### src/rtl/i2cm_pkg.sv
package i2cm_pkg;
  localparam int BYTE_W = 8;
  localparam int CMD_START_BIT = 7;
  localparam int CMD_STOP_BIT  = 6;
  localparam int CMD_RD_BIT    = 5;
  localparam int CMD_WR_BIT    = 4;
  localparam int CMD_NACK_BIT  = 3;
  localparam int CMD_IACK_BIT  = 0;

  typedef struct packed {
    logic start;
    logic stop;
    logic rd;
    logic wr;
    logic nack;
  } cmd_t;

  typedef struct packed {
    logic accept;
    logic sample;
    logic ackSample;
    logic rxLoad;
    logic done;
    logic arbLost;
  } strobe_t;

  typedef enum logic [2:0] {
    ENG_IDLE, ENG_START, ENG_BITS, ENG_ACK, ENG_STOP
  } engState_t;
endpackage

### src/rtl/i2cm_regs.sv
module i2cm_regs import i2cm_pkg::*; #(
  parameter int ADDR_W = 3,
  parameter int DATA_W = BYTE_W
) (
  input  logic              clk,
  input  logic              rstN,
  input  logic [ADDR_W-1:0] regAddr,
  input  logic [DATA_W-1:0] regWdata,
  input  logic              regWe,
  output logic [DATA_W-1:0] regRdata,
  input  logic              sclIn,
  input  logic              sdaIn,
  input  strobe_t           stb,
  input  logic              engBusy,
  output logic              coreEn,
  output logic [2*DATA_W-1:0] prescale,
  output cmd_t              cmd,
  output logic              cmdValid,
  output logic              txBit,
  output logic              sclSync,
  output logic              sdaSync,
  output logic              tip,
  output logic              ifFlag,
  output logic              alFlag,
  output logic              rxAck,
  output logic [DATA_W-1:0] rxByte,
  output logic              irq
);
  localparam logic [ADDR_W-1:0] A_PRE_LO = ADDR_W'(0);
  localparam logic [ADDR_W-1:0] A_PRE_HI = ADDR_W'(1);
  localparam logic [ADDR_W-1:0] A_CTRL   = ADDR_W'(2);
  localparam logic [ADDR_W-1:0] A_DATA   = ADDR_W'(3);
  localparam logic [ADDR_W-1:0] A_CMD    = ADDR_W'(4);

  logic [DATA_W-1:0] preLo, preHi, ctrlReg, txByte, shiftReg;
  logic sclMeta, sdaMeta, sdaPrev, busBusy, cmdWr, hasAction;
  logic [DATA_W-1:0] status;

  assign coreEn   = ctrlReg[7];
  assign irq      = ifFlag & ctrlReg[6];
  assign prescale = {preHi, preLo};
  assign tip      = cmdValid | engBusy;
  assign txBit    = shiftReg[DATA_W-1];
  assign cmdWr    = regWe && (regAddr == A_CMD);
  assign hasAction = regWdata[CMD_START_BIT] | regWdata[CMD_STOP_BIT] |
                     regWdata[CMD_RD_BIT] | regWdata[CMD_WR_BIT];
  assign status = {rxAck, busBusy, alFlag, 3'b000, tip, ifFlag};

  // line synchronisers and bus-state monitor
  always_ff @(posedge clk or negedge rstN) begin
    if (!rstN) begin
      sclMeta <= 1'b1; sclSync <= 1'b1;
      sdaMeta <= 1'b1; sdaSync <= 1'b1; sdaPrev <= 1'b1;
      busBusy <= 1'b0;
    end else begin
      sclMeta <= sclIn; sclSync <= sclMeta;
      sdaMeta <= sdaIn; sdaSync <= sdaMeta; sdaPrev <= sdaSync;
      if (sclSync && sdaPrev && !sdaSync)      busBusy <= 1'b1;
      else if (sclSync && !sdaPrev && sdaSync) busBusy <= 1'b0;
    end
  end

  always_ff @(posedge clk or negedge rstN) begin
    if (!rstN) begin
      preLo <= '1; preHi <= '1; ctrlReg <= '0; txByte <= '0;
      cmd <= '0; cmdValid <= 1'b0;
      ifFlag <= 1'b0; alFlag <= 1'b0; rxAck <= 1'b0;
      shiftReg <= '0; rxByte <= '0;
    end else begin
      if (regWe && regAddr == A_PRE_LO) preLo <= regWdata;
      if (regWe && regAddr == A_PRE_HI) preHi <= regWdata;
      if (regWe && regAddr == A_CTRL)   ctrlReg <= regWdata;
      if (regWe && regAddr == A_DATA)   txByte <= regWdata;

      if (!coreEn || stb.accept) cmdValid <= 1'b0;
      else if (cmdWr && !tip && hasAction) begin
        cmdValid <= 1'b1;
        cmd <= '{start: regWdata[CMD_START_BIT], stop: regWdata[CMD_STOP_BIT],
                 rd: regWdata[CMD_RD_BIT], wr: regWdata[CMD_WR_BIT],
                 nack: regWdata[CMD_NACK_BIT]};
      end

      if (stb.done || stb.arbLost)             ifFlag <= 1'b1;
      else if (cmdWr && regWdata[CMD_IACK_BIT]) ifFlag <= 1'b0;

      if (stb.arbLost)     alFlag <= 1'b1;
      else if (stb.accept) alFlag <= 1'b0;

      if (stb.ackSample) rxAck <= sdaSync;
      if (stb.accept && cmd.wr) shiftReg <= txByte;
      else if (stb.sample)      shiftReg <= {shiftReg[DATA_W-2:0], sdaSync};
      if (stb.rxLoad) rxByte <= shiftReg;
    end
  end

  always_comb begin
    case (regAddr)
      A_PRE_LO: regRdata = preLo;
      A_PRE_HI: regRdata = preHi;
      A_CTRL:   regRdata = ctrlReg;
      A_DATA:   regRdata = rxByte;
      A_CMD:    regRdata = status;
      default:  regRdata = '0;
    endcase
  end
endmodule

### src/rtl/i2cm_engine.sv
module i2cm_engine import i2cm_pkg::*; #(
  parameter int PRE_W = 16
) (
  input  logic             clk,
  input  logic             rstN,
  input  logic             coreEn,
  input  logic [PRE_W-1:0] prescale,
  input  logic             cmdValid,
  input  cmd_t             cmd,
  input  logic             txBit,
  input  logic             sclSync,
  input  logic             sdaSync,
  output strobe_t          stb,
  output logic             engBusy,
  output logic             sclOe,
  output logic             sdaOe
);
  localparam int IDX_W = $clog2(BYTE_W);
  localparam logic [IDX_W-1:0] LAST_IDX = IDX_W'(BYTE_W - 1);
  localparam logic [2:0] PH_WAIT = 3'd2;
  localparam logic [2:0] PH_LAST = 3'd4;

  engState_t state;
  logic [2:0] phase;
  logic [IDX_W-1:0] bitIdx;
  logic [PRE_W-1:0] cnt;
  cmd_t cur;
  logic sendHigh, tick, go, lastPh, hasByte, readMode, writeMode, arbHit;

  assign engBusy = (state != ENG_IDLE);

  always_comb begin
    tick      = coreEn && (state != ENG_IDLE) && (cnt == '0);
    go        = tick && ((phase != PH_WAIT) || sclSync);
    lastPh    = (phase == PH_LAST);
    readMode  = cur.rd;
    writeMode = cur.wr && !cur.rd;
    hasByte   = cur.rd || cur.wr;
    arbHit    = go && state == ENG_BITS && phase == PH_WAIT && sendHigh && !sdaSync;
    stb           = '0;
    stb.accept    = (state == ENG_IDLE) && coreEn && cmdValid;
    stb.sample    = go && state == ENG_BITS && phase == PH_WAIT && !arbHit;
    stb.ackSample = go && state == ENG_ACK && phase == PH_WAIT && writeMode;
    stb.rxLoad    = go && state == ENG_ACK && phase == PH_WAIT && readMode;
    stb.arbLost   = arbHit;
    stb.done      = go && lastPh &&
                    ((state == ENG_START && !hasByte && !cur.stop) ||
                     (state == ENG_ACK && !cur.stop) || state == ENG_STOP);
  end

  always_ff @(posedge clk or negedge rstN) begin
    if (!rstN) begin
      state <= ENG_IDLE; phase <= '0; bitIdx <= '0; cnt <= '0;
      cur <= '0; sendHigh <= 1'b0; sclOe <= 1'b0; sdaOe <= 1'b0;
    end else if (!coreEn) begin
      state <= ENG_IDLE; phase <= '0; cnt <= prescale;
      sclOe <= 1'b0; sdaOe <= 1'b0;
    end else begin
      if (state == ENG_IDLE || cnt == '0) cnt <= prescale;
      else                                cnt <= cnt - 1'b1;
      if (go) phase <= lastPh ? 3'd0 : phase + 3'd1;
      case (state)
        ENG_IDLE: if (cmdValid) begin
          cur <= cmd; phase <= '0; bitIdx <= '0;
          state <= cmd.start ? ENG_START : ((cmd.rd || cmd.wr) ? ENG_BITS : ENG_STOP);
        end
        ENG_START: if (go) begin
          case (phase)
            3'd0: sdaOe <= 1'b0;
            3'd1: sclOe <= 1'b0;
            3'd2: sdaOe <= 1'b1;
            3'd4: begin
              sclOe <= 1'b1;
              state <= hasByte ? ENG_BITS : (cur.stop ? ENG_STOP : ENG_IDLE);
            end
            default: ;
          endcase
        end
        ENG_BITS: if (go) begin
          case (phase)
            3'd0: begin sdaOe <= writeMode && !txBit; sendHigh <= writeMode && txBit; end
            3'd1: sclOe <= 1'b0;
            3'd2: if (arbHit) begin
              state <= ENG_IDLE; phase <= '0; sclOe <= 1'b0; sdaOe <= 1'b0;
            end
            3'd4: begin
              sclOe <= 1'b1; bitIdx <= bitIdx + 1'b1;
              if (bitIdx == LAST_IDX) state <= ENG_ACK;
            end
            default: ;
          endcase
        end
        ENG_ACK: if (go) begin
          case (phase)
            3'd0: sdaOe <= readMode && !cur.nack;
            3'd1: sclOe <= 1'b0;
            3'd4: begin sclOe <= 1'b1; state <= cur.stop ? ENG_STOP : ENG_IDLE; end
            default: ;
          endcase
        end
        ENG_STOP: if (go) begin
          case (phase)
            3'd0: sdaOe <= 1'b1;
            3'd1: sclOe <= 1'b0;
            3'd3: sdaOe <= 1'b0;
            3'd4: state <= ENG_IDLE;
            default: ;
          endcase
        end
        default: state <= ENG_IDLE;
      endcase
    end
  end
endmodule

### src/rtl/i2c_byte_master.sv
module i2c_byte_master import i2cm_pkg::*; #(
  parameter int ADDR_W = 3,
  parameter int DATA_W = BYTE_W
) (
  input  logic              clk,
  input  logic              rstN,
  input  logic [ADDR_W-1:0] regAddr,
  input  logic [DATA_W-1:0] regWdata,
  input  logic              regWe,
  output logic [DATA_W-1:0] regRdata,
  output logic              irq,
  input  logic              sclIn,
  output logic              sclOe,
  input  logic              sdaIn,
  output logic              sdaOe
);
  localparam int PRE_W = 2 * DATA_W;

  strobe_t stb;
  cmd_t cmd;
  logic coreEn, cmdValid, txBit, sclSync, sdaSync, engBusy;
  logic tip, ifFlag, alFlag, rxAck;
  logic [PRE_W-1:0] prescale;
  logic [DATA_W-1:0] rxByte;

  i2cm_regs #(.ADDR_W(ADDR_W), .DATA_W(DATA_W)) u_regs (
    .clk(clk), .rstN(rstN), .regAddr(regAddr), .regWdata(regWdata),
    .regWe(regWe), .regRdata(regRdata), .sclIn(sclIn), .sdaIn(sdaIn),
    .stb(stb), .engBusy(engBusy), .coreEn(coreEn), .prescale(prescale),
    .cmd(cmd), .cmdValid(cmdValid), .txBit(txBit), .sclSync(sclSync),
    .sdaSync(sdaSync), .tip(tip), .ifFlag(ifFlag), .alFlag(alFlag),
    .rxAck(rxAck), .rxByte(rxByte), .irq(irq)
  );

  i2cm_engine #(.PRE_W(PRE_W)) u_engine (
    .clk(clk), .rstN(rstN), .coreEn(coreEn), .prescale(prescale),
    .cmdValid(cmdValid), .cmd(cmd), .txBit(txBit), .sclSync(sclSync),
    .sdaSync(sdaSync), .stb(stb), .engBusy(engBusy), .sclOe(sclOe),
    .sdaOe(sdaOe)
  );
endmodule

### config.mk
export PLATFORM = sky130hd
export DESIGN_NAME = i2c_byte_master
export DESIGN_NICKNAME = d
export VERILOG_FILES = /design/src/rtl/i2cm_pkg.sv /design/src/rtl/i2cm_regs.sv /design/src/rtl/i2cm_engine.sv /design/src/rtl/i2c_byte_master.sv
export SDC_FILE = /design/constraint.sdc
export NUM_CORES = 1
export LEC_CHECK = 0
export BUFFER_PORTS_ARGS = -buffer_cell sky130_fd_sc_hd__buf_2
export CAP_MARGIN = 20
export CELL_PAD_IN_SITES_DETAIL_PLACEMENT = 1
export CELL_PAD_IN_SITES_GLOBAL_PLACEMENT = 1
export CORE_MARGIN = 1
export CORE_UTILIZATION = 40
export DETAILED_ROUTE_END_ITERATION = 8
export PLACE_DENSITY_LB_ADDON = 0.05
export SYNTH_ARGS = -nofsm -noshare
export SYNTH_HDL_FRONTEND = slang
export SYNTH_SLANG_ARGS = --single-unit
### constraint.sdc
create_clock -name clk -period 2.5 [get_ports clk]
set_input_delay 0 -clock clk [delete_from_list [all_inputs] [get_ports clk]]
set_output_delay 0 -clock clk [all_outputs]
set_load 0.02 [all_outputs]
After elaboration in Yosys (flattened, before gate mapping)
Cells that the tools add are included.
{ "word_totals": {"n_memories": 0, "romBits": 0, "output_inout_bits": 11, "register_bits": 95, "latch_bits": 0, "ram_bits": 0, "word_cells": 213, "inputBits": 16} }
{ "op_classes": {"n_bitwise": 6, "add_sub_neg": 3, "n_div": 0, "n_shift": 0, "eq_ne": 38, "mul": 0, "order_cmp": 0, "mux": 61, "reduce_logical": 73} }
{ "ops": {"columns": ["operator", "n"], "rows": [
  ["2-to-1 mux 3 bit", 25],
  ["one-hot mux 8 bit (5 select lines)", 1],
  ["logical AND 1 bit", 36],
  ["2-to-1 mux 16 bit", 2],
  ["!= test 3 x 2 -> 1 bit (second input constant)", 9],
  ["2-to-1 mux 1 bit", 20],
  ["== test 3 x 2 -> 1 bit (second input constant)", 6],
  ["one-hot mux 3 bit (2 select lines)", 3],
  ["zero test 16 bit", 1],
  ["2-to-1 mux 8 bit", 2],
  ["subtractor 16 x 1 -> 16 bit (second input constant)", 1],
  ["one-hot mux 3 bit (5 select lines)", 1],
  ["== test 3 bit (second input constant)", 4],
  ["!= test 4 x 3 -> 1 bit (second input constant)", 3],
  ["!= test 4 bit (second input constant)", 3],
  ["nonzero test 2 bit", 6],
  ["AND reduction 11 bit", 1],
  ["zero test 1 bit", 10],
  ["AND reduction 10 bit", 1],
  ["== test 3 x 1 -> 1 bit (second input constant)", 3],
  ["zero test 3 bit", 3],
  ["!= test 3 bit (second input constant)", 3],
  ["logical OR 1 bit", 8],
  ["!= test 4 x 2 -> 1 bit (second input constant)", 2],
  ["18 further kinds", 27]
]} }

Logic depth before layout (Yosys ltp)
{ "depth": {"depth_word": 13, "mapped_depth": 10} }

Modules after synthesis
Synthesis repeated with hierarchy kept, for this count alone.
{ "hier_totals": {"hier_cells": 446, "area_unflattened_um2": 4937.2} }
{ "modules_own_cells": {"columns": ["mod", "n_inst", "area_per_inst_um2", "seq_area_each_um2", "cells_per_inst"], "rows": [
  ["i2cm_regs", 1, 2810.2, 1602.8, 198],
  ["i2cm_engine", 1, 2127.0, 800.8, 248]
]} }

Worst setup path after synthesis
OpenSTA, ideal clock, no wires.
{ "synth_timing": {"kind": "register to register", "from": "reg u_engine.cnt[0]", "to": "reg u_engine.state[0]", "path_slack_ns": 0.481, "required_time_ns": 2.372, "n_path_buf": 1, "path_stages_with_launch": 10, "arrival_time_ns": 1.891, "cell_sequence": "dfrtp_1 > inv_1 > ha_1 > nor4b_1 > and4_1 > buf_4 > o2111ai_4 > a31oi_2 > nand3_2 > mux2_1"} }
{ "synth_between": {"elab_chain_len": 9, "elab_cells_between_ends": 13} }
{ "synth_lines": {"columns": ["element", "line", "source"], "rows": [
  ["start, declared", "i2cm_engine.sv:26", "logic [PRE_W-1:0] cnt;"],
  ["start signal, assigned", "i2cm_engine.sv:59", "if (state == ENG_IDLE || cnt == '0) cnt <= prescale;"],
  ["start signal, assigned", "i2cm_engine.sv:60", "else cnt <= cnt - 1'b1;"],
  ["zero test 16 bit (*)", "i2cm_engine.sv:33", "tick = coreEn && (state != ENG_IDLE) && (cnt == '0);"],
  ["logical AND 1 bit (*)", "i2cm_engine.sv:33", null],
  ["logical AND 1 bit (*)", "i2cm_engine.sv:34", "go = tick && ((phase != PH_WAIT) || sclSync);"],
  ["logical AND 1 bit (4 in a row)", "i2cm_engine.sv:39", "arbHit = go && state == ENG_BITS && phase == PH_WAIT && sendHigh && !sdaSync;"],
  ["!= test 4 x 3 -> 1 bit (no source line)", null, null],
  ["AND reduction 11 bit (no source line) (*)", null, null],
  ["end signal, assigned", "i2cm_engine.sv:65", "state <= cmd.start ? ENG_START : ((cmd.rd || cmd.wr) ? ENG_BITS : ENG_STOP);"],
  ["end signal, assigned", "i2cm_engine.sv:74", "state <= hasByte ? ENG_BITS : (cur.stop ? ENG_STOP : ENG_IDLE);"],
  ["end, declared", "i2cm_engine.sv:23", "engState_t state;"]
]} }
Every way passes the cells marked *; elsewhere a longest branch is shown, timed or not.
A chain may end at the register's enable or synchronous reset.

Worst setup path in the final report
Same ends and word-level chain as after synthesis.

==> flow_metrics.py <==
metrics = {
    "status": {
        "status": "complete, no violations",
    },
    "setup_path": {
        "crit_path_start_kind": "flip-flop",
        "required_ns": 2.73,
        "endpoint_kind": "flip-flop",
        "crit_type": "reg -> reg",
        "worstPathMaxFanout": 5,
        "cp.arrival_ns": 2.50,
    },
    "route": {
        "drtIter0Drc": 114,
        "firstDrtPassIters": 4,
        "num_vias": 3421,
        "drc": 0,
        "detail_route.wl_per_cell_um": 19.50,
        "vias_per_cell": 5.456,
        "postRouteAntennaNets": 0,
        "wl_um": 12230,
    },
    "cts": {
        "htree_levels": 3,
        "clock_path_buffers": 2,
        "cts_root_buffer": "clkbuf_16",
        "cts_buffers": 9,
        "path_clk_slew_ns": 0.08,
        "clock_latency_ns": 0.36,
        "tritoncts": "yes",
        "cts.sinks": 95,
    },
    "logic_synthesis": {
        "ys_top_cells_by_area": "dfrtp_1, dfstp_2, mux2_2",
        "post_synth.cell_area_avg_um2": 11.05,
        "syn_area_um2": 4808,
        "synth_cells": 435,
        "async_flop_share": 1.000,
        "synth-edff-count": 0,
        "synth_fp_nets": 460,
        "ys_seq_elements": 95,
        "synth_top_area_cell": "dfrtp_1",
        "ys_seq_area_frac": 0.4999,
        "synth.distinct_cells": 59,
        "yosysWarnings": 0,
        "synth_top_cell_area_share": 0.3851,
        "ys.flop_type": "dfrtp_1",
    },
    "power": {
        "vdd_drop_max_uv": 543.0,
        "switchingPower_mw": 1.778,
        "leakage_nw": 2.375,
        "p_clk_frac": 0.267,
        "sequentialPowerShare": 0.448,
        "combPwrFrac": 0.286,
        "power.density_nw_per_um2": 905.3,
        "intPower_mw": 3.267,
        "p_sw_frac": 0.3524,
    },
    "global_route": {
        "first_global_vias": 3751,
        "grt-ovfl-total": 0,
        "grt_pass1_wl_um": 20200,
        "grt_max_degree": 79,
        "grt_use_total": 0.2143,
        "grt_antenna_before_repair": 0,
    },
    "placed_design": {
        "place_area_um2": 5209,
        "routabilityCongestion": 0.8769,
        "portBuffers": 26,
        "post-place-cells": 604,
        "place_ws_ns": 0.08764,
        "dp_hpwl_um": 9000,
    },
    "sta": {
        "setup_violations": 0,
        "clock.fmax_mhz": 439.8,
        "slew_headroom": 0.5105,
        "worst_hold_slack_ns": 0.01962,
        "grt_setup_unrepaired": "false",
        "clock_skew_ns": 0.01214,
        "final_hold_viol_count": 0,
        "fin_ws_ns": 0.2263,
        "drv_slew": 0,
        "finalCritPeriodShare": 0.9095,
        "tns_ns": 0,
        "period_minus_slack_ns": 2.274,
        "tightest_slew_ns": 0.7303,
    },
    "floorplan": {
        "start_util": 0.4158,
        "placementRows": 39,
        "die-area_um2": 12460,
        "dieWidth_um": 111.6,
        "die_y_um": 111.6,
        "core_area_um2": 11560,
        "pin_count": 27,
    },
    "cells_and_area": {
        "insertedDiodeCount": 0,
        "finalInstanceArea_um2": 5573,
        "layout.nets": 504,
        "fill_cells": 1269,
        "final_cells": 627,
        "area_delta_synth_final_pct": 15.90,
        "drive_above_1_share": 0.3099,
    },
    "job": {
        "cap_violations": 0,
    },
    "worst_hold_path": {
        "hold_class": "in -> reg",
    },
}
routing by layer:
| layer | GRT usage | wire length (um) | vias to the layer above |
|---|---|---|---|
| met5 | 0 | 0 | - |
| met2 | 0.3420 | 5772 | 31 |
| met1 | 0.2936 | 6056 | 1738 |
| met4 | 0.09189 | 224 | 0 |
| met3 | 0.02776 | 176 | 12 |
| li1 | - | - | 1640 |
final cells by class:
type | count | area, um2 | share of cell area
repair buffers | 53 | 365.4 | 0.06556
clock buffers | 10 | 229.0 | 0.04109
multi-input cells | 307 | 2293 | 0.4115
well taps | 143 | 178.9 | 0.03211
inverters | 13 | 48.80 | 0.008756
clock inverters | 6 | 53.80 | 0.009654
flip-flops and latches | 95 | 2404 | 0.4313
kinds of logic (layout without fill, tap and decap cells):
group,count (synthesis),in the layout,synth area share
muxes,73,73,0.1782
buffers and inverters,33,82,0.02732
DFF,95,95,0.4999
and+or+nand+nor,135,135,0.1460
adders and majority gates,9,9,0.02342
AOI/OAI and AO/OA,75,75,0.09784
xor gates and xnor gates,15,15,0.02732
through the flow:
stage	total power, mW	util
6_report	5.045	0.4819
5_1_grt	5.349	0.4819
2_1_floorplan	3.157	-
3_5_place_dp	3.717	0.4504
3_3_place_gp	3.673	0.4504
4_1_cts	5.083	0.4809
path summary, 6_finish.rpt:
kind                                      startpoint                             to  slack, ns  cells after the start
hold / removal                           regWdata[3]   u_regs.txByte[3]$_DFFE_PN0P_       0.02                      2
max in group asynchronous                       rstN       u_regs.sclSync$_DFF_PN1_       1.71                      3
min in group asynchronous                       rstN      u_engine.cnt[7]$_DFF_PN0_       0.06                      2
setup reg to reg           u_engine.cnt[0]$_DFF_PN0_  u_engine.state[0]$_DFFE_PN0P_       0.23                      8
hold reg to reg             u_regs.sclMeta$_DFF_PN1_       u_regs.sclSync$_DFF_PN1_       0.36                      0
setup / recovery           u_engine.cnt[0]$_DFF_PN0_  u_engine.state[0]$_DFFE_PN0P_       0.23                      8
power groups by stage:
stage	Combinational [mW]	Clock, mW	Sequential (mW)
after floorplan	1.01	0	2.15
after global placement	1.41	0	2.26
after detailed placement	1.43	0	2.29
after CTS	1.45	1.38	2.26
after global routing	1.61	1.43	2.31
final	1.44	1.34	2.26
layout by cell type (no fill, tap or decap), drive strengths merged, types with 5 or more instances in the layout:
master / netlist / layout
a21oi: 36 / 36
buf: 6 / 46
clkbuf: 14 / 10
dfrtp: 74 / 74
dfstp: 21 / 21
dlygate4sd3: 0 / 7
ha: 9 / 9
inv: 13 / 16
mux2: 51 / 51
mux2i: 17 / 17
mux4: 5 / 5
nand2: 24 / 24
nand3: 11 / 11
nor2: 50 / 50
nor2b: 8 / 8
nor3: 17 / 17
o21ai: 13 / 13
o22ai: 5 / 5
xnor2: 9 / 9
xor2: 6 / 6
critical path: stages (launching register included):
cell and delay [ns]:
dfrtp_1 0.41, inv_1 0.09, ha_1 0.14, nor4b_1 0.23, and4_4 0.33, o2111ai_4 0.17, a31oi_4 0.25, nand3_2 0.16
mux2_1 0.36
flip-flops by register name, indices dropped and copies added, names as in the netlist, 3 cells and up:
| name | cells |
|---|---|
| u_regs.txByte | 8 |
| u_engine.cnt | 16 |
| u_regs.shiftReg | 8 |
| u_regs.rxByte | 8 |
| u_engine.phase | 3 |
| u_engine.bitIdx | 3 |
| u_regs.preLo | 8 |
| u_engine.cur | 3 |
| u_regs.ctrlReg | 8 |
| u_regs.preHi | 8 |
| u_engine.state | 3 |
| u_regs.cmd | 5 |
Yosys cell counts (3+ instances only):
| master | count |
|---|---|
| ha_1 | 9 |
| xor2_1 | 6 |
| mux2_2 | 49 |
| a21oi_1 | 36 |
| o22ai_1 | 5 |
| dfstp_2 | 21 |
| dfrtp_1 | 74 |
| nor2b_1 | 8 |
| clkbuf_1 | 14 |
| mux2i_1 | 17 |
| o21ai_0 | 13 |
| nand2b_1 | 4 |
| nand4_1 | 3 |
| nand2_1 | 24 |
| mux4_2 | 5 |
| nand3_1 | 10 |
| nor3_1 | 16 |
| buf_2 | 3 |
| nor4_1 | 3 |
| xnor2_1 | 9 |
| inv_1 | 13 |
| nor2_1 | 48 |
timing repair:
item	4_1_cts	5_1_grt
buffers inserted	0	0
resized for setup	0	3
endpoints found under the hold margin	93	0
hold buffers	7	0
endpoints found under the setup margin	0	13
No activity file was read; power rests on OpenSTA's default activity.
